==> config.mk <==
export PLATFORM = sky130hd
export DESIGN_NAME = disp_timing_gen
export DESIGN_NICKNAME = d
export VERILOG_FILES = /design/src/rtl/disp_timing_pkg.sv /design/src/rtl/disp_timing_calc.sv /design/src/rtl/disp_timing_cnt.sv /design/src/rtl/disp_window_dec.sv /design/src/rtl/disp_pixel_sel.sv /design/src/rtl/disp_timing_gen.sv
export SDC_FILE = /design/constraint.sdc
export NUM_CORES = 2
export LEC_CHECK = 0
export ABC_AREA = 1
export BUFFER_PORTS_ARGS = -buffer_cell sky130_fd_sc_hd__buf_2
export CAP_MARGIN = 30
export CORE_AREA = 5 5 475 477
export DETAILED_ROUTE_END_ITERATION = 10
export DIE_AREA = 0 0 480 482
export SYNTH_ARGS = -nofsm -noshare
export SYNTH_HDL_FRONTEND = slang
export SYNTH_SLANG_ARGS = --single-unit
==> constraint.sdc <==
create_clock -name clk -period 102.4 [get_ports clk]
set_input_delay 25.6 -clock clk [delete_from_list [all_inputs] [get_ports clk]]
set_output_delay 25.6 -clock clk [all_outputs]
set_load 0.01 [all_outputs]
==> src/rtl/disp_timing_pkg.sv <==
package disp_timing_pkg;
  parameter int unsigned TW = 16;       // width of each timing field
  parameter int unsigned RW = 3;        // width of the compression ratio
  parameter int unsigned FW = 2 * TW;   // width of linear frame positions

  typedef struct packed {
    logic [TW-1:0] hs_w;
    logic [TW-1:0] hbp;
    logic [TW-1:0] hfp;
    logic [TW-1:0] hact;
    logic [TW-1:0] hpad;
    logic [TW-1:0] vs_w;
    logic [TW-1:0] vbp;
    logic [TW-1:0] vfp;
    logic [TW-1:0] vact;
    logic [TW-1:0] vpad;
    logic [TW-1:0] skew;
    logic          comp_en;
    logic [RW-1:0] ratio;
    logic          trim;
  } timing_cfg_t;
endpackage

==> src/rtl/disp_timing_calc.sv <==
// Period and window arithmetic on the shadow field set (purely combinational).
module disp_timing_calc
  import disp_timing_pkg::*;
(
  input  timing_cfg_t   cfg,
  output logic [TW-1:0] htot,
  output logic [TW-1:0] hstart,
  output logic [TW-1:0] hend,
  output logic [TW-1:0] hact_lim,
  output logic [FW-1:0] frame_len,
  output logic [FW-1:0] vs_len,
  output logic [FW-1:0] vstart,
  output logic [FW-1:0] vend,
  output logic [FW-1:0] vact_lim,
  output logic [FW-1:0] hctl_word,
  output logic [FW-1:0] hwin_word
);
  localparam logic [TW-1:0] ONE_T = TW'(1);
  localparam logic [FW-1:0] ONE_F = FW'(1);

  logic [TW-1:0] div, w_act, w_pad;
  logic [FW-1:0] htot_f, vtot_f, vstart_b, vend_b;

  always_comb begin
    div    = (cfg.comp_en && (cfg.ratio != '0)) ? TW'(cfg.ratio) : ONE_T;
    w_act  = cfg.hact / div;
    w_pad  = TW'((FW'(cfg.hact) + FW'(cfg.hpad)) / FW'(div));
    hstart = cfg.hs_w + cfg.hbp;
    htot   = hstart + w_pad + cfg.hfp;
    hend   = htot - cfg.hfp - ONE_T;
    hact_lim = hstart + w_act;

    htot_f    = FW'(htot);
    vtot_f    = FW'(cfg.vs_w) + FW'(cfg.vbp) + FW'(cfg.vact)
              + FW'(cfg.vpad) + FW'(cfg.vfp);
    frame_len = vtot_f * htot_f;
    vs_len    = FW'(cfg.vs_w) * htot_f;
    vstart_b  = (FW'(cfg.vs_w) + FW'(cfg.vbp)) * htot_f + FW'(cfg.skew);
    vend_b    = (vtot_f - FW'(cfg.vfp)) * htot_f + FW'(cfg.skew) - ONE_F;

    if (cfg.trim) begin
      vstart = vstart_b + FW'(hstart);
      vend   = vend_b - FW'(cfg.hfp);
    end else begin
      vstart = vstart_b;
      vend   = vend_b;
    end
    vact_lim  = vstart + FW'(cfg.vact) * htot_f;

    hctl_word = {htot, cfg.hs_w};
    hwin_word = {hend, hstart};
  end
endmodule

==> src/rtl/disp_timing_cnt.sv <==
// Horizontal and linear frame-position counters with the one-clock priming step.
module disp_timing_cnt
  import disp_timing_pkg::*;
(
  input  logic          clk,
  input  logic          rst_n,
  input  logic [TW-1:0] htot,
  input  logic [FW-1:0] frame_len,
  output logic [TW-1:0] hcnt,
  output logic [FW-1:0] pos,
  output logic          primed,
  output logic          frame_wrap
);
  localparam logic [TW-1:0] ONE_T = TW'(1);
  localparam logic [FW-1:0] ONE_F = FW'(1);

  logic line_end;
  assign line_end   = (hcnt == htot - ONE_T);
  assign frame_wrap = primed && (pos == frame_len - ONE_F);

  always_ff @(posedge clk or negedge rst_n) begin
    if (!rst_n) begin
      primed <= 1'b0;
      hcnt   <= '0;
      pos    <= '0;
    end else if (!primed) begin
      primed <= 1'b1;
    end else if (frame_wrap) begin
      hcnt <= '0;
      pos  <= '0;
    end else begin
      pos  <= pos + ONE_F;
      hcnt <= line_end ? '0 : hcnt + ONE_T;
    end
  end

  // the horizontal position stays inside the line
  assert_hcnt_range_R1: assert property (@(posedge clk) disable iff (!rst_n)
    primed |-> (hcnt < htot));
  // a frame starts on a line start
  assert_frame_align_R4: assert property (@(posedge clk) disable iff (!rst_n)
    (primed && pos == '0) |-> (hcnt == '0));
  // the last frame position is the last clock of a line
  assert_wrap_at_line_end_R4: assert property (@(posedge clk) disable iff (!rst_n)
    frame_wrap |-> line_end);
endmodule

==> src/rtl/disp_window_dec.sv <==
// Sync pulses, display window and unpadded-area decode.
module disp_window_dec
  import disp_timing_pkg::*;
(
  input  logic          clk,
  input  logic          rst_n,
  input  logic          primed,
  input  logic [TW-1:0] hcnt,
  input  logic [FW-1:0] pos,
  input  logic [TW-1:0] hs_w,
  input  logic [TW-1:0] hstart,
  input  logic [TW-1:0] hend,
  input  logic [TW-1:0] hact_lim,
  input  logic [FW-1:0] vs_len,
  input  logic [FW-1:0] vstart,
  input  logic [FW-1:0] vend,
  input  logic [FW-1:0] vact_lim,
  output logic          hsync,
  output logic          vsync,
  output logic          de,
  output logic          in_unpad
);
  logic h_in, v_in;

  always_comb begin
    h_in     = (hcnt >= hstart) && (hcnt <= hend);
    v_in     = (pos >= vstart) && (pos <= vend);
    hsync    = primed && (hcnt < hs_w);
    vsync    = primed && (pos < vs_len);
    de       = primed && h_in && v_in;
    in_unpad = (hcnt < hact_lim) && (pos < vact_lim);
  end

  // data enable never overlaps the horizontal pulse
  assert_de_clear_of_hsync_R3: assert property (@(posedge clk) disable iff (!rst_n)
    de |-> !hsync);
  // data enable never overlaps the vertical pulse
  assert_de_clear_of_vsync_R5: assert property (@(posedge clk) disable iff (!rst_n)
    de |-> !vsync);
endmodule

==> src/rtl/disp_pixel_sel.sv <==
// Colour selection, stream ready and sticky starvation flag.
module disp_pixel_sel #(
  parameter int unsigned PIX_W = 24
) (
  input  logic             clk,
  input  logic             rst_n,
  input  logic             de,
  input  logic             in_unpad,
  input  logic [PIX_W-1:0] pad_color,
  input  logic [PIX_W-1:0] starve_color,
  input  logic             pix_in_valid,
  input  logic [PIX_W-1:0] pix_in_data,
  output logic             pix_in_ready,
  output logic [PIX_W-1:0] pix_out,
  output logic             underflow_flag
);
  logic starve;

  always_comb begin
    pix_in_ready = de && in_unpad;
    starve       = pix_in_ready && !pix_in_valid;
    if (!de)               pix_out = '0;
    else if (!in_unpad)    pix_out = pad_color;
    else if (pix_in_valid) pix_out = pix_in_data;
    else                   pix_out = starve_color;
  end

  always_ff @(posedge clk or negedge rst_n) begin
    if (!rst_n)      underflow_flag <= 1'b0;
    else if (starve) underflow_flag <= 1'b1;
  end

  // the stream is only consumed inside the display window
  assert_ready_in_de_R8: assert property (@(posedge clk) disable iff (!rst_n)
    pix_in_ready |-> de);
  // a missing pixel raises the flag on the next clock
  assert_underflow_set_R9: assert property (@(posedge clk) disable iff (!rst_n)
    (pix_in_ready && !pix_in_valid) |=> underflow_flag);
  // the flag never drops outside reset
  assert_underflow_sticky_R9: assert property (@(posedge clk) disable iff (!rst_n)
    underflow_flag |=> underflow_flag);
endmodule

==> src/rtl/disp_timing_gen.sv <==
module disp_timing_gen
  import disp_timing_pkg::*;
#(
  parameter int unsigned PIX_W = 24
) (
  input  logic             clk,
  input  logic             rst_n,
  input  logic [TW-1:0]    cfg_hsync_w,
  input  logic [TW-1:0]    cfg_hback,
  input  logic [TW-1:0]    cfg_hfront,
  input  logic [TW-1:0]    cfg_hactive,
  input  logic [TW-1:0]    cfg_hpad,
  input  logic [TW-1:0]    cfg_vsync_w,
  input  logic [TW-1:0]    cfg_vback,
  input  logic [TW-1:0]    cfg_vfront,
  input  logic [TW-1:0]    cfg_vactive,
  input  logic [TW-1:0]    cfg_vpad,
  input  logic [TW-1:0]    cfg_hskew,
  input  logic             cfg_comp_en,
  input  logic [RW-1:0]    cfg_comp_ratio,
  input  logic             cfg_panel_trim,
  input  logic [PIX_W-1:0] pad_color,
  input  logic [PIX_W-1:0] starve_color,
  input  logic             pix_in_valid,
  output logic             pix_in_ready,
  input  logic [PIX_W-1:0] pix_in_data,
  output logic             hsync,
  output logic             vsync,
  output logic             de,
  output logic [PIX_W-1:0] pix_out,
  output logic             underflow_flag,
  output logic [FW-1:0]    hctl_word,
  output logic [FW-1:0]    hwin_word
);
  timing_cfg_t   cfg_in, shadow;
  logic [TW-1:0] htot, hstart, hend, hact_lim, hcnt;
  logic [FW-1:0] frame_len, vs_len, vstart, vend, vact_lim, pos;
  logic          primed, frame_wrap, in_unpad;

  always_comb begin
    cfg_in.hs_w    = cfg_hsync_w;
    cfg_in.hbp     = cfg_hback;
    cfg_in.hfp     = cfg_hfront;
    cfg_in.hact    = cfg_hactive;
    cfg_in.hpad    = cfg_hpad;
    cfg_in.vs_w    = cfg_vsync_w;
    cfg_in.vbp     = cfg_vback;
    cfg_in.vfp     = cfg_vfront;
    cfg_in.vact    = cfg_vactive;
    cfg_in.vpad    = cfg_vpad;
    cfg_in.skew    = cfg_hskew;
    cfg_in.comp_en = cfg_comp_en;
    cfg_in.ratio   = cfg_comp_ratio;
    cfg_in.trim    = cfg_panel_trim;
  end

  // Shadow set: captured on the priming clock and at each frame wrap only.
  always_ff @(posedge clk or negedge rst_n) begin
    if (!rst_n)                       shadow <= '0;
    else if (!primed || frame_wrap)   shadow <= cfg_in;
  end

  disp_timing_calc u_calc (
    .cfg(shadow), .htot(htot), .hstart(hstart), .hend(hend), .hact_lim(hact_lim),
    .frame_len(frame_len), .vs_len(vs_len), .vstart(vstart), .vend(vend),
    .vact_lim(vact_lim), .hctl_word(hctl_word), .hwin_word(hwin_word)
  );

  disp_timing_cnt u_cnt (
    .clk(clk), .rst_n(rst_n), .htot(htot), .frame_len(frame_len),
    .hcnt(hcnt), .pos(pos), .primed(primed), .frame_wrap(frame_wrap)
  );

  disp_window_dec u_win (
    .clk(clk), .rst_n(rst_n), .primed(primed), .hcnt(hcnt), .pos(pos),
    .hs_w(shadow.hs_w), .hstart(hstart), .hend(hend), .hact_lim(hact_lim),
    .vs_len(vs_len), .vstart(vstart), .vend(vend), .vact_lim(vact_lim),
    .hsync(hsync), .vsync(vsync), .de(de), .in_unpad(in_unpad)
  );

  disp_pixel_sel #(.PIX_W(PIX_W)) u_pix (
    .clk(clk), .rst_n(rst_n), .de(de), .in_unpad(in_unpad),
    .pad_color(pad_color), .starve_color(starve_color),
    .pix_in_valid(pix_in_valid), .pix_in_data(pix_in_data),
    .pix_in_ready(pix_in_ready), .pix_out(pix_out), .underflow_flag(underflow_flag)
  );

  // the shadow set holds still except at a capture point
  assert_shadow_hold_R10: assert property (@(posedge clk) disable iff (!rst_n)
    (primed && !frame_wrap) |=> $stable(shadow));
endmodule

# Word level (Yosys, flattened, before mapping)
# Index checks and enable logic that the tools add are counted.
# W data, S select, Z words.
dict set report classes {
  mux 9
  n_addsub 22
  n_reduce_logical 15
  n_eq_ne 2
  n_lt_le_gt_ge 8
  mul 5
  div_mod_pow 2
}
# op count
set op_table {}
lappend op_table {{$add A32 B16 Y32} 6}
lappend op_table {{$mul A32 B16 Y32} 3}
lappend op_table {{$mux W32} 3}
lappend op_table {{$mux W24} 3}
lappend op_table {{$add A16 B16 Y16} 4}
lappend op_table {{$lt A32 B32 Y1} 2}
lappend op_table {{$mul A16 B16 Y32} 2}
lappend op_table {{$sub A32 B1 Y32 const B} 2}
lappend op_table {{$sub A32 B16 Y32} 2}
lappend op_table {{$add A16 B16 Y17} 2}
lappend op_table {{$add A32 B1 Y32 const B} 1}
lappend op_table {{$add A32 B32 Y32} 1}
lappend op_table {{$div A32 B16 Y32} 1}
lappend op_table {{$eq A32 B32 Y1} 1}
lappend op_table {{$ge A32 B32 Y1} 1}
lappend op_table {{$le A32 B32 Y1} 1}
lappend op_table {{$lt A16 B16 Y1} 2}
lappend op_table {{$mux W16} 2}
lappend op_table {{$sub A16 B1 Y16 const B} 2}
lappend op_table {{$add A16 B1 Y16 const B} 1}
lappend op_table {{$div A16 B16 Y16} 1}
lappend op_table {{$eq A16 B16 Y1} 1}
lappend op_table {{$ge A16 B16 Y1} 1}
lappend op_table {{$le A16 B16 Y1} 1}
lappend op_table {{6 further kinds} 17}
dict set report totals {
  out_inout_bits 93
  reg_bits 231
  wordCells 81
  in_bits 256
}

# Longest topological paths before layout
dict set report logic_depth {
  word_depth 16
  depth_mapped 437
  mapped_depth_nobuf 406
}

# By module
# A second synthesis with hierarchy kept.
dict set report hier_totals {
  hier_cells 14690
  area_unflattened_um2 102913.7
}
# mod area_each_um2 seq_area_each_um2 cells_per_inst instances
set by_module_without_submodules {}
lappend by_module_without_submodules {disp_timing_calc 84840.1 0.0 12000 1}
lappend by_module_without_submodules {disp_timing_gen 7081.8 4529.3 785 1}
lappend by_module_without_submodules {disp_timing_cnt 5335.1 1226.2 937 1}
lappend by_module_without_submodules {disp_window_dec 4882.2 0.0 784 1}
lappend by_module_without_submodules {disp_pixel_sel 774.5 25.0 184 1}

# Worst setup path after synthesis
# Ideal clock, no wire load.
dict set report synth_path {
  path_type {flip-flop to output port}
  from {register shadow[3] (netlist bit)}
  to {output port pix_out[17]}
  n_path_buf 34
  path_slack_ps 11371
  arrival_time_ps 65429
  path_stages_with_launch 420
  required_time_ps 76800
  cell_sequence {dfrtp_1 inv_1 a211oi_1 ha_1 nand2_1 nand2_1 nor2_2 nand2_1 inv_1 ha_1 inv_1 nor2_1 nor2_1 or2_2 inv_1 ha_1 inv_1 o21bai_4 [... 384 more ...] nand2_1 a21oi_1 o21bai_1 a21oi_1 nor2_1 nor2_1 xnor2_1 xor2_1 inv_1 ha_1 nand4_1 nor2_1 a2111oi_0 nand3_1 clkinv_1 clkbuf_1 o21ai_0 a31oi_1}
}
dict set report synth_via {
  elab_chain_len 15
  elab_cells_between_ends 33
  cone_classes {add/sub (11); mul (3); div (2); order compare (5); mux (5); reduce/logical (7)}
}
# item line_no
set synth_rtl {}
lappend synth_rtl {{from (decl)} disp_timing_gen.sv:35} ;# timing_cfg_t cfg_in, shadow;
lappend synth_rtl {{from (signal assigned)} disp_timing_gen.sv:60} ;# else if (!primed || frame_wrap) shadow <= cfg_in;
lappend synth_rtl {{$reduce_bool A3 Y1} disp_timing_calc.sv:25} ;# div = (cfg.comp_en && (cfg.ratio != '0)) ? TW'(cfg.ratio) : ONE_T;
lappend synth_rtl {{$logic_and A1 B1 Y1} disp_timing_calc.sv:25}
lappend synth_rtl {{$mux W3 *} disp_timing_calc.sv:25}
lappend synth_rtl {{$div A32 B16 Y32} disp_timing_calc.sv:27} ;# w_pad = TW'((FW'(cfg.hact) + FW'(cfg.hpad)) / FW'(div));
lappend synth_rtl {{$add A16 B16 Y16 (2 in a row)} disp_timing_calc.sv:29} ;# htot = hstart + w_pad + cfg.hfp;
lappend synth_rtl {{$mul A32 B16 Y32 (on tied branches)} {disp_timing_calc.sv:38, disp_timing_calc.sv:39}}
lappend synth_rtl {{$add A32 B16 Y32 (on tied branches)} {disp_timing_calc.sv:38, disp_timing_calc.sv:39}}
lappend synth_rtl {{$add A32 B16 Y32 / $sub A32 B1 Y32 (equally long branches)} {disp_timing_calc.sv:42, disp_timing_calc.sv:39}}
lappend synth_rtl {{$mux W32 / $sub A32 B16 Y32 (equally long branches)} {disp_timing_calc.sv:41, disp_timing_calc.sv:43}}
lappend synth_rtl {{$add A32 B32 Y32 / $mux W32 (equally long branches)} {disp_timing_calc.sv:48, disp_timing_calc.sv:41}}
lappend synth_rtl {{$lt A32 B32 Y1 / $le A32 B32 Y1 (equally long branches)} {disp_window_dec.sv:31, disp_window_dec.sv:27}}
lappend synth_rtl {{$logic_and A1 B1 Y1 (on tied branches)} {disp_window_dec.sv:31, disp_window_dec.sv:27}}
lappend synth_rtl {{$mux W24 / $logic_and A1 B1 Y1 (equally long branches)} {disp_pixel_sel.sv:23, disp_window_dec.sv:30}}
lappend synth_rtl {{$mux W24 *} disp_pixel_sel.sv:22} ;# if (!de) pix_out = '0;
lappend synth_rtl {{to (decl)} disp_timing_gen.sv:30} ;# output logic [PIX_W-1:0] pix_out,
# Mark *: on every way between the ends. The rest lies on a longest branch, timed or not.

# Worst setup path after layout
dict set report layout_path {
  from {register shadow[4] (netlist bit)}
  to {output port pix_out[1]}
}
dict set report layout_via {
  elab_chain_len 14
  elab_cells_between_ends 32
  cone_classes {add/sub (11); mul (3); div (2); order compare (5); mux (5); reduce/logical (6)}
}
# item line_no
set layout_rtl {}
lappend layout_rtl {{$logic_and A1 B1 Y1 *} disp_timing_calc.sv:25}
lappend layout_rtl {{$mux W3 *} disp_timing_calc.sv:25}
lappend layout_rtl {{$div A32 B16 Y32} disp_timing_calc.sv:27}
lappend layout_rtl {{$add A16 B16 Y16 (2 in a row)} disp_timing_calc.sv:29}
lappend layout_rtl {{$mul A32 B16 Y32 (on tied branches)} {disp_timing_calc.sv:38, disp_timing_calc.sv:39}}
lappend layout_rtl {{$add A32 B16 Y32 (on tied branches)} {disp_timing_calc.sv:38, disp_timing_calc.sv:39}}
lappend layout_rtl {{$add A32 B16 Y32 / $sub A32 B1 Y32 (equally long branches)} {disp_timing_calc.sv:42, disp_timing_calc.sv:39}}
lappend layout_rtl {{$mux W32 / $sub A32 B16 Y32 (equally long branches)} {disp_timing_calc.sv:41, disp_timing_calc.sv:43}}
lappend layout_rtl {{$add A32 B32 Y32 / $mux W32 (equally long branches)} {disp_timing_calc.sv:48, disp_timing_calc.sv:41}}
lappend layout_rtl {{$lt A32 B32 Y1 / $le A32 B32 Y1 (equally long branches)} {disp_window_dec.sv:31, disp_window_dec.sv:27}}
lappend layout_rtl {{$logic_and A1 B1 Y1 (on tied branches)} {disp_window_dec.sv:31, disp_window_dec.sv:27}}
lappend layout_rtl {{$mux W24 / $logic_and A1 B1 Y1 (equally long branches)} {disp_pixel_sel.sv:23, disp_window_dec.sv:30}}
lappend layout_rtl {{$mux W24 *} disp_pixel_sel.sv:22}
# Marked as above.

==> qor.txt <==
global route overflow = 0
most frequent cells in the layout = 2733 x nand2_1, 2658 x inv_1, 1430 x nor2_1
Layout Utilization = 47.48%
Post-Layout Cell Count = 16800
clk_lat worst skew = 660 ps
Synth Flop Type = dfrtp_1
crit-path max FO = 43
vias per cell = 5.273
Slew headroom = 27.60%
run status = completed
WP data arrival = 70680 ps
crit path time final = 96280 ps
Layout area overhead = 6.267%
H-tree levels = 2
Netlist cell types = 96
die extent in y = 482 um
Die Span X = 480 um
I/O Pins = 349
Top delay family on crit path = simple AND/OR/NAND/NOR gates
clock skew = 44.80 ps
CTS tree = yes
Async S/R FF share, synth = 100.0%
initial core utilization = 44.68%
final setup vio count = 0
Synth Cell Area = 98740 um^2
commonest non-fill, non-tap cell in the layout = nand2_1
Seq/Total Area, Yosys = 5.854%
WP data required = 76800 ps
worst hold slack = 493.4 ps
Crit path largest cell delay = 690 ps
DP HPWL = 279.9 mm
Initial DRC Count = 7219
WL/cell = 20.53 um
CTS root buf = clkbuf_16
detailed-route via count = 88590
flops & latches, synth = 231
max cap viols = 0
FMAX = 10.39 MHz
initial antenna violation count = 20
core footprint = 221000 um^2
CTS buffer count = 39
EDFF count, synth = 0
type of origin of the critical path = flip-flop
Critical path buffers and inverters = 65
first-pass GRT wire length = 527.2 mm
CTS clk-pin slew, worst paths = 60 ps
GPL Wtd Cong = 0.9835
Clock Sinks = 231
CP Class = reg -> out
Detailed Route WL = 345.0 mm
vias in the first global route = 87060
syn avg cell area = 7.248 um^2
hold violation count in the final report = 0
Crit-path slowest cell = inv_2
Die ar. = 231400 um^2
row cnt = 173
period utilization = 94.02%
Top cell by count, worst path = inv_1
worst hold path class = reg -> reg
Slew @ Worst Pin = 1076 ps
post-synthesis cell count = 13620
hold_buf cts = 0
Crit. End Element = output pin
largest net degree at the start of global routing = 86
share of layout cells above drive strength 1 = 12.69%
final-stage net count = 16300
gr usage total = 29.54%
yosys warns = 0
first-pass iteration count of the detailed router = 7
# placed instances = 16710
Final Max Tran Viols = 0
CTS Buffer Depth = 3
Post-route DRC = 0
Final ANT Viol Nets = 0
port buffer count = 348
## final timing paths
kind | endpoint | depth (start not counted) | slack (ps) | start
max | pix_out[1] | 379 | 6120 | shadow[4]$_DFFE_PN0P_
min | u_pix.underflow_flag$_DFFE_PN0P_ | 1 | 490 | u_pix.underflow_flag$_DFFE_PN0P_
max reg2reg | u_pix.underflow_flag$_DFFE_PN0P_ | 377 | 32660 | shadow[4]$_DFFE_PN0P_
max in group asynchronous | shadow[42]$_DFFE_PN0P_ | 4 | 74540 | rst_n
min in group asynchronous | shadow[129]$_DFFE_PN0P_ | 1 | 24980 | rst_n
min reg2reg | u_pix.underflow_flag$_DFFE_PN0P_ | 1 | 490 | u_pix.underflow_flag$_DFFE_PN0P_
## synthesized netlist by cell type, drive strengths merged, types with 3 or more instances
cell type | number | area share [%]
o21a | 18 | 0.14
dfrtp | 231 | 5.9
or2 | 71 | 0.45
nor3b | 10 | 0.076
nor4 | 19 | 0.12
o221ai | 12 | 0.11
a21oi | 475 | 2.4
o21ai | 499 | 2.8
xor2 | 341 | 3.0
o22ai | 20 | 0.13
a211oi | 20 | 0.15
a22oi | 3 | 0.023
ha | 978 | 12
nand2 | 3081 | 13
fa | 1277 | 26
o31ai | 17 | 0.13
a21o | 22 | 0.17
xnor2 | 171 | 1.5
clkinv | 90 | 0.42
and2 | 8 | 0.054
nand3b | 63 | 0.48
nand4 | 235 | 1.6
mux2 | 64 | 0.73
a21boi | 8 | 0.061
bufinv | 14 | 0.26
clkinvlp | 6 | 0.038
o2111ai | 12 | 0.11
o221a | 3 | 0.034
nand3 | 792 | 5.7
a31oi | 36 | 0.23
buf | 103 | 0.99
a2111oi | 4 | 0.035
o211ai | 22 | 0.17
nor3 | 113 | 0.63
o21bai | 72 | 0.57
clkbuf | 271 | 1.0
nor2 | 1628 | 7.4
inv | 2790 | 11
## repair_timing
item | in CTS | in global routing
resized for setup | 0 | 15
setup endpoints to repair | 0 | 27
buffers inserted | 0 | 2
## worst register-to-register path: cells and delay by family, from the launching register on
family	cells	cell delay, ps
AO/OA/AOI/OAI	70	14030
buffers and inverters	63	6810
flip-flops	1	450
XOR/XNOR	3	560
AND/OR/NAND/NOR	193	30290
adder cells (fa/ha/maj)	48	17440
## sequential cells by signal (all words and copies together), names as in the netlist
name	flops
u_cnt.primed	1
u_cnt.pos	32
u_cnt.hcnt	16
shadow	181
u_pix.underflow_flag	1
## cell families after synthesis
kind of cell	count (synthesis)	share of synthesized area [%]
and+or+nand+nor	6025	29.73
buffers and inverters	3274	13.42
adders and majority gates	2255	38.28
AOI/OAI and AO/OA	1258	7.394
xor gates and xnor gates	512	4.560
DFF	231	5.854
muxes	66	0.7501
other	2	0.007606
## layer usage
metal  global-route usage, %  vias to the layer above  routed length, um
li1                        -                    42300                  -
met1                   40.66                    42590             150000
met2                   46.79                     3149             151500
met3                   5.460                      550              28890
met4                   10.22                        8              14620
met5                       0                        -                 48
## layout make-up
cell class / count / area, um^2
diodes: 9 / 22.52
clock buffers: 46 / 1075
clock inverters: 24 / 284.0
fillers: 22740 / 116100
inverters: 2900 / 11250
multi-input cells: 10140 / 80050
flip-flops and latches: 231 / 5782
well taps: 2975 / 3722
repair buffers: 478 / 2745
## metrics by stage
step	setup slack (ps)	cell area (um^2)	TNS [ps]
global placement	4956	103400	0
finish	6123	104900	0
CTS	3007	104800	0
floorplan	11370	98800	0
global route	-10.01	104900	-19.33
detailed placement	3989	103400	0
Power is left out: the tool's default activity adds up to more than one toggle a clock period on the data nets, which glitch-free logic cannot reach.
